**config.mk**
```make
export PLATFORM = sky130hd
export DESIGN_NAME = stc_interval_sequencer
export DESIGN_NICKNAME = d
export VERILOG_FILES = /design/src/rtl/stc_seq_pkg.sv /design/src/rtl/stc_regs.sv /design/src/rtl/stc_cycle_timer.sv /design/src/rtl/stc_pattern_gen.sv /design/src/rtl/stc_interval_sequencer.sv
export SDC_FILE = /design/constraint.sdc
export NUM_CORES = 1
export LEC_CHECK = 0
export ABC_AREA = 1
export BUFFER_PORTS_ARGS = -buffer_cell sky130_fd_sc_hd__buf_2
export CORE_MARGIN = 2
export CORE_UTILIZATION = 40
export DETAILED_ROUTE_END_ITERATION = 8
export GPL_ROUTABILITY_DRIVEN = 1
export PLACE_DENSITY = 0.65
export SYNTH_ARGS = -nofsm -noshare
export SYNTH_HDL_FRONTEND = slang
export SYNTH_HIERARCHICAL = 1
export SYNTH_SLANG_ARGS = --single-unit
```
**constraint.sdc**
```tcl
create_clock -name clk -period 6 [get_ports clk]
set_input_delay 0.3 -clock clk [delete_from_list [all_inputs] [get_ports clk]]
set_output_delay 0.3 -clock clk [all_outputs]
set_load 0.02 [all_outputs]
```
**src/rtl/stc_seq_pkg.sv**
```systemverilog
package stc_seq_pkg;

    typedef enum logic [1:0] {
        ST_IDLE,
        ST_PREP,
        ST_RUN,
        ST_FINISH
    } seq_state_t;

    localparam logic [1:0] ADDR_CONFIG   = 2'd0;
    localparam logic [1:0] ADDR_COMMAND  = 2'd1;
    localparam logic [1:0] ADDR_STATUS   = 2'd2;
    localparam logic [1:0] ADDR_PROGRESS = 2'd3;

    localparam int RESTART_BIT  = 8;
    localparam int POSITION_LSB = 8;

endpackage

```
**src/rtl/stc_regs.sv**
```systemverilog
module stc_regs
    import stc_seq_pkg::*;
#(
    parameter int IDX_W = 5
) (
    input  logic             clk,
    input  logic             rst_n,
    input  logic             reg_we,
    input  logic [1:0]       reg_addr,
    input  logic [31:0]      reg_wdata,
    input  logic             busy,
    input  logic             finish_pulse,
    input  logic             complete,
    input  logic [IDX_W-1:0] count,
    input  logic [IDX_W-1:0] position,
    output logic [IDX_W-1:0] cfg_len,
    output logic             cfg_restart,
    output logic             start_req,
    output logic [31:0]      reg_rdata
);

    logic [IDX_W-1:0] len_q;
    logic             restart_q;
    logic             done_sticky_q;

    assign start_req   = reg_we && (reg_addr == ADDR_COMMAND) && reg_wdata[0] && !busy;
    assign cfg_len     = len_q;
    assign cfg_restart = restart_q;

    always_ff @(posedge clk or negedge rst_n) begin
        if (!rst_n) begin
            len_q     <= '0;
            restart_q <= 1'b0;
        end else if (reg_we && (reg_addr == ADDR_CONFIG) && !busy) begin
            len_q     <= reg_wdata[IDX_W-1:0];
            restart_q <= reg_wdata[RESTART_BIT];
        end
    end

    always_ff @(posedge clk or negedge rst_n) begin
        if (!rst_n) begin
            done_sticky_q <= 1'b0;
        end else if (start_req) begin
            done_sticky_q <= 1'b0;
        end else if (finish_pulse) begin
            done_sticky_q <= 1'b1;
        end
    end

    always_comb begin
        reg_rdata = '0;
        unique case (reg_addr)
            ADDR_CONFIG: begin
                reg_rdata[IDX_W-1:0]   = len_q;
                reg_rdata[RESTART_BIT] = restart_q;
            end
            ADDR_COMMAND: reg_rdata = '0;
            ADDR_STATUS: begin
                reg_rdata[0] = busy;
                reg_rdata[1] = done_sticky_q;
                reg_rdata[2] = complete;
            end
            ADDR_PROGRESS: begin
                reg_rdata[IDX_W-1:0]                  = count;
                reg_rdata[POSITION_LSB +: IDX_W]      = position;
            end
            default: reg_rdata = '0;
        endcase
    end

    // Configuration must not move once a run has started
    assert_cfg_frozen_R8: assert property (@(posedge clk) disable iff (!rst_n)
        (busy && $past(busy)) |-> ($stable(len_q) && $stable(restart_q)));

endmodule

```
**src/rtl/stc_cycle_timer.sv**
```systemverilog
module stc_cycle_timer #(
    parameter int CYCLES = 1365,
    parameter int CYC_W  = $clog2(CYCLES)
) (
    input  logic clk,
    input  logic rst_n,
    input  logic enable,
    output logic last
);

    localparam logic [CYC_W-1:0] LAST_CNT = CYC_W'(CYCLES - 1);

    logic [CYC_W-1:0] cnt_q;

    assign last = enable && (cnt_q == LAST_CNT);

    always_ff @(posedge clk or negedge rst_n) begin
        if (!rst_n) begin
            cnt_q <= '0;
        end else if (!enable || last) begin
            cnt_q <= '0;
        end else begin
            cnt_q <= cnt_q + 1'b1;
        end
    end

    assert_cycle_bound_R3: assert property (@(posedge clk) disable iff (!rst_n)
        cnt_q <= LAST_CNT);

endmodule

```
**src/rtl/stc_pattern_gen.sv**
```systemverilog
module stc_pattern_gen #(
    parameter int PAT_W = 16,
    parameter int IDX_W = 5
) (
    input  logic             clk,
    input  logic             rst_n,
    input  logic             load,
    input  logic [IDX_W-1:0] seed_idx,
    output logic [PAT_W-1:0] pattern
);

    logic [PAT_W-1:0] lfsr_q;
    logic [PAT_W-1:0] seed;
    logic             feedback;

    always_comb begin
        seed    = PAT_W'(32'h9E3779B9 * (32'(seed_idx) + 32'd1));
        seed[0] = 1'b1;
    end

    assign feedback = lfsr_q[PAT_W-1] ^ lfsr_q[PAT_W-3] ^ lfsr_q[PAT_W-4] ^ lfsr_q[PAT_W-6];
    assign pattern  = lfsr_q;

    always_ff @(posedge clk or negedge rst_n) begin
        if (!rst_n) begin
            lfsr_q <= PAT_W'(1);
        end else if (load) begin
            lfsr_q <= seed;
        end else begin
            lfsr_q <= {lfsr_q[PAT_W-2:0], feedback};
        end
    end

    assert_lfsr_nonzero_R11: assert property (@(posedge clk) disable iff (!rst_n)
        lfsr_q != '0);

endmodule

```
**src/rtl/stc_interval_sequencer.sv**
```systemverilog
module stc_interval_sequencer
    import stc_seq_pkg::*;
#(
    parameter int NUM_INTERVALS = 24,
    parameter int CYCLES        = 1365,
    parameter int PAT_W         = 16,
    parameter int IDX_W         = $clog2(NUM_INTERVALS + 1)
) (
    input  logic             clk,
    input  logic             rst_n,
    input  logic             reg_we,
    input  logic [1:0]       reg_addr,
    input  logic [31:0]      reg_wdata,
    output logic [31:0]      reg_rdata,
    output logic             cpu_hold,
    output logic             run_done,
    output logic [PAT_W-1:0] cut_pattern,
    output logic             cut_compare,
    output logic [IDX_W-1:0] cut_index
);

    localparam logic [IDX_W-1:0] FINAL_IDX = IDX_W'(NUM_INTERVALS - 1);

    seq_state_t       state_q, state_d;
    logic [IDX_W-1:0] pos_q, count_q, rem_q;
    logic             complete_q;
    logic [IDX_W-1:0] cfg_len;
    logic             cfg_restart;
    logic             start_req;
    logic             busy;
    logic             interval_end;
    logic             last_interval;
    logic             wrap;
    logic             pat_load;
    logic [IDX_W-1:0] seed_idx;

    assign busy          = (state_q != ST_IDLE);
    assign wrap          = cfg_restart || complete_q;
    assign last_interval = (rem_q == IDX_W'(1)) || (pos_q == FINAL_IDX);

    stc_regs #(.IDX_W(IDX_W)) u_regs (
        .clk          (clk),
        .rst_n        (rst_n),
        .reg_we       (reg_we),
        .reg_addr     (reg_addr),
        .reg_wdata    (reg_wdata),
        .busy         (busy),
        .finish_pulse (run_done),
        .complete     (complete_q),
        .count        (count_q),
        .position     (pos_q),
        .cfg_len      (cfg_len),
        .cfg_restart  (cfg_restart),
        .start_req    (start_req),
        .reg_rdata    (reg_rdata)
    );

    stc_cycle_timer #(.CYCLES(CYCLES)) u_timer (
        .clk    (clk),
        .rst_n  (rst_n),
        .enable (state_q == ST_RUN),
        .last   (interval_end)
    );

    stc_pattern_gen #(.PAT_W(PAT_W), .IDX_W(IDX_W)) u_pattern (
        .clk      (clk),
        .rst_n    (rst_n),
        .load     (pat_load),
        .seed_idx (seed_idx),
        .pattern  (cut_pattern)
    );

    // State register
    always_ff @(posedge clk or negedge rst_n) begin
        if (!rst_n) begin
            state_q <= ST_IDLE;
        end else begin
            state_q <= state_d;
        end
    end

    // Next-state logic
    always_comb begin
        state_d = state_q;
        unique case (state_q)
            ST_IDLE:   if (start_req) state_d = ST_PREP;
            ST_PREP:   state_d = (cfg_len == '0) ? ST_FINISH : ST_RUN;
            ST_RUN:    if (interval_end && last_interval) state_d = ST_FINISH;
            ST_FINISH: state_d = ST_IDLE;
            default:   state_d = ST_IDLE;
        endcase
    end

    // Outputs
    always_comb begin
        cpu_hold    = 1'b0;
        run_done    = 1'b0;
        cut_compare = 1'b0;
        pat_load    = 1'b1;
        seed_idx    = pos_q;
        unique case (state_q)
            ST_IDLE: cpu_hold = 1'b0;
            ST_PREP: begin
                cpu_hold = 1'b1;
                seed_idx = wrap ? '0 : pos_q;
            end
            ST_RUN: begin
                cpu_hold    = 1'b1;
                cut_compare = interval_end;
                pat_load    = interval_end;
                seed_idx    = pos_q + 1'b1;
            end
            ST_FINISH: begin
                cpu_hold = 1'b1;
                run_done = 1'b1;
            end
            default: cpu_hold = 1'b0;
        endcase
    end

    assign cut_index = pos_q;

    // Interval position, executed count, remaining budget
    always_ff @(posedge clk or negedge rst_n) begin
        if (!rst_n) begin
            pos_q      <= '0;
            count_q    <= '0;
            rem_q      <= '0;
            complete_q <= 1'b0;
        end else if (state_q == ST_PREP) begin
            rem_q      <= cfg_len;
            complete_q <= 1'b0;
            if (wrap) begin
                pos_q   <= '0;
                count_q <= '0;
            end
        end else if (state_q == ST_RUN && interval_end) begin
            pos_q   <= pos_q + 1'b1;
            count_q <= count_q + 1'b1;
            rem_q   <= rem_q - 1'b1;
            if (pos_q == FINAL_IDX) complete_q <= 1'b1;
        end
    end

    assert_count_step_R4: assert property (@(posedge clk) disable iff (!rst_n)
        (count_q != $past(count_q)) |-> ((count_q == $past(count_q) + IDX_W'(1)) || (count_q == '0)));

    assert_pos_bound_R7: assert property (@(posedge clk) disable iff (!rst_n)
        pos_q <= IDX_W'(NUM_INTERVALS));

    assert_compare_in_hold_R3: assert property (@(posedge clk) disable iff (!rst_n)
        cut_compare |-> cpu_hold);

    assert_done_single_R9: assert property (@(posedge clk) disable iff (!rst_n)
        run_done |=> (!run_done && !cpu_hold));

    assert_start_idle_R2: assert property (@(posedge clk) disable iff (!rst_n)
        (cpu_hold && !$past(cpu_hold)) |-> ($past(reg_we) && $past(reg_addr) == ADDR_COMMAND));

endmodule

```
==> impl_metrics.tcl <==
set metrics [dict create \
    critical-path-slowest-cell "o22ai_1" \
    max_freq_mhz 191 \
    period_minus_slack_ns 5.24 \
    cts-root-buf "clkbuf_8" \
    drtIter0Drc 126 \
    ios 93 \
    dr.pass1.iters 4 \
    syn-mean-instance-area_sq_um 7.56 \
    fin_skew_ns 0.0126 \
    grt_pass1_vias 3457 \
    postRouteAntennaNets 0 \
    fp.dieW_um 110 \
    layout_commonest_cell "nand2_1" \
    post_drt_wl_per_cell_um 11.5 \
    synth-edff-count 0 \
    clk_pin_slew_ns 0.10 \
    tightest_slew_ns 0.670 \
    leakage_uw 0.00268 \
    cp_data_required_time_ns 6.18 \
    syn_to_final_growth_pct 8.48 \
    fin_setup_tns_ns 0 \
    grt_overflow 0 \
    totalWireLength_um 8950 \
    drv_slew 0 \
    power_frac_clock_pct 15.5 \
    port_buffers 44 \
    cp_num_buf_inv 4 \
    hp-class "in -> async" \
    via_count 3633 \
    final_cell_mix "nand2_1, inv_1, dfrtp_1" \
    arrival_ns 5.42 \
    synth_fa_ha_area_share_pct 18.4 \
    setup_violations 0 \
    crit_fanout 8 \
    max_stage_delay_ns 0.50 \
    met1_usage_pct 20.4 \
    clkLatencyLatePin_ns 0.30 \
    grt_max_degree 53 \
    netlist_area_sq_um 4480 \
    total_power_uw 1710 \
    cap_violations 0 \
    dpl.hpwl_um 7320 \
    final_util_pct 44.7 \
    ys.flop_type "dfrtp_1" \
    cts_max_path_buffers 2 \
    stdcell_area_sq_um 4860 \
    die-area_sq_um 12100 \
    synth_compound_area_share_pct 6.22 \
    peakVddDrop_v 0.000155 \
    synthCells 593 \
    htree_num_levels 2 \
    busiest_layer "met2" \
    route.detailed.drc 0 \
    crit_top_cell "ha_1" \
    synthSimpleGateAreaFrac_pct 26.6 \
    intPower_uw 908 \
    core_area_sq_um 10900 \
    fin_crit_sh_pct 87.3 \
    p_per_area_nw_per_um2 351 \
    relSlewSlack_pct 55.3 \
    rows 38 \
    swShare_pct 46.8 \
    grt_pass1_wl_um 15500 \
    synth.distinct_cells 39 \
    n_fill_cell 1091 \
    grt_antenna_before_repair 0 \
    initial_core_util_pct 41.2 \
    power_frac_seq_pct 30.9 \
    rsz0062_at_grt "no" \
    p_switching_uw 800 \
    critical_path.top_delay_family "adder cells" \
    path_cells "inv_1 -> ha_1 -> nand2_1 -> o22ai_1 -> ha_1 -> xor2_2 -> ha_1 -> xnor2_1 -> ha_1 -> inv_1 -> fa_1 -> inv_1 -> ha_1 -> inv_1 -> fa_1 -> nor2_2 -> nor2_1 -> o21ai_1 -> nand2_1 -> nand2_1 -> o21ai_1" \
    ys.warnings.count 6 \
    grtUsageMet3_pct 3.56 \
    final_layout_size_suffix_gt1_share_pct 14.1 \
    fin_nets 732 \
    setup.worst_path.end_class "register" \
    cts_resized 0 \
    synth_top_family_by_area "simple AND/OR/NAND/NOR gates" \
    cts_num_sinks 52 \
    startpoint_type "register" \
    combinationalPowerShare_pct 53.6 \
    postSynth.asyncResetShare_pct 100 \
    ys_seq_elements 52 \
    yosysSeqAreaShare_pct 29.0 \
    use_met2_pct 27.6 \
    diodes 0 \
    status "complete, no violations" \
    avgViaCountPerCell 4.66 \
    track_usage_pct 16.0 \
    cts-hold-fix-buffers 0 \
    worstSetupPathType "reg -> reg" \
    synth_xor_area_share_pct 4.83 \
    hold_viol 0 \
    cts_tree "built" \
    synthMuxAreaShare_pct 0 \
    cts_buffers 5 \
    place.gp.congestion 0.850 \
    cts_setup_buffers 0 \
    die_y_um 110 \
    dpl-instance-area_sq_um 4740 \
]
-- final timing paths --
| kind | endpoint | from | slack [ns] | cells after the start |
|---|---|---|---|---|
| max | u_pattern/pattern[11] | state_q[0] | 0.76 | 21 |
| min | count_q[0] | rst_n | 0.1 | 2 |
| max reg2reg | u_pattern/pattern[11] | state_q[0] | 0.76 | 21 |
| min reg2reg | u_pattern/pattern[3] | u_pattern/pattern[2] | 0.48 | 2 |
| max in group asynchronous | u_pattern/pattern[14] | rst_n | 5.44 | 2 |
| min in group clk | u_regs/cfg_len[4] | reg_wdata[4] | 0.25 | 3 |
-- worst register-to-register path: cells and delay by family (launching register included) --
| kind | cells | cell delay, ns |
|---|---|---|
| xor gates and xnor gates | 2 | 0.66 |
| and+or+nand+nor | 5 | 0.52 |
| adders and majority gates | 7 | 2.39 |
| AOI/OAI and AO/OA | 3 | 0.74 |
| DFF | 1 | 0.44 |
| buffers and inverters | 4 | 0.37 |
-- sequential cells by signal (all words and copies together), names as in the netlist --
name / count
complete_q: 1
count_q: 5
cut_index: 5
rem_q: 5
state_q: 2
u_pattern/pattern: 16
u_regs/cfg_len: 5
u_regs/cfg_restart: 1
u_regs/done_sticky_q: 1
u_timer/cnt_q: 11
-- Yosys cell counts, drive strengths merged (2+ instances only) --
library cell,count,area [sq um]
o221ai,2,17.5
inv,107,407
nand4,12,75.1
a21oi,11,55.1
clkbuf,2,17.5
xor2,13,129
ha,42,526
o22ai,7,43.8
buf,29,233
nand2,172,683
xnor2,10,87.6
fa,15,300
nand3,33,183
o21ai,21,113
o21bai,2,15.0
nor2,55,239
dfrtp,51,1280
-- kinds of logic after synthesis --
family | Yosys count
flip-flops | 52
adder cells (fa/ha/maj) | 57
other | 1
AO/OA/AOI/OAI | 47
XOR/XNOR | 23
AND/OR/NAND/NOR | 274
buffers and inverters | 139
-- per-stage QoR --
stage          std cells  hold slack [ns]  worst slack (ns)
2_1_floorplan        614          0.00441              1.15
3_3_place_gp         771            0.453             0.854
3_5_place_dp         771            0.454             0.763
4_1_cts              779            0.134             0.718
5_1_grt              779            0.152             0.268
6_report             779           0.0998             0.761
-- power by group through the flow --
stage	Sequential [uW]	Combinational, uW	Clock [uW]
final	528	915	265
after global routing	544	1060	294
after CTS	531	928	270
after detailed placement	538	922	0
after global placement	534	898	0
after floorplan	567	675	0
-- cell type report --
class                           instances  area, sq um  area share [%]
Clock buffer                            7         96.3            1.98
Sequential cell                        52         1300            26.8
Multi-Input combinational cell        423         2600            53.4
Timing Repair Buffer                   48          250            5.14
Clock inverter                          1         30.0           0.617
Tap cell                              140          175            3.60
Inverter                              108          412            8.46
-- routing by layer --
metal,up-vias,wire [um]
li1,1874,-
met1,1667,4140
met2,84,4210
met3,8,493
met4,0,102
met5,-,0
Note: power is estimated with default switching activity, not from simulation.
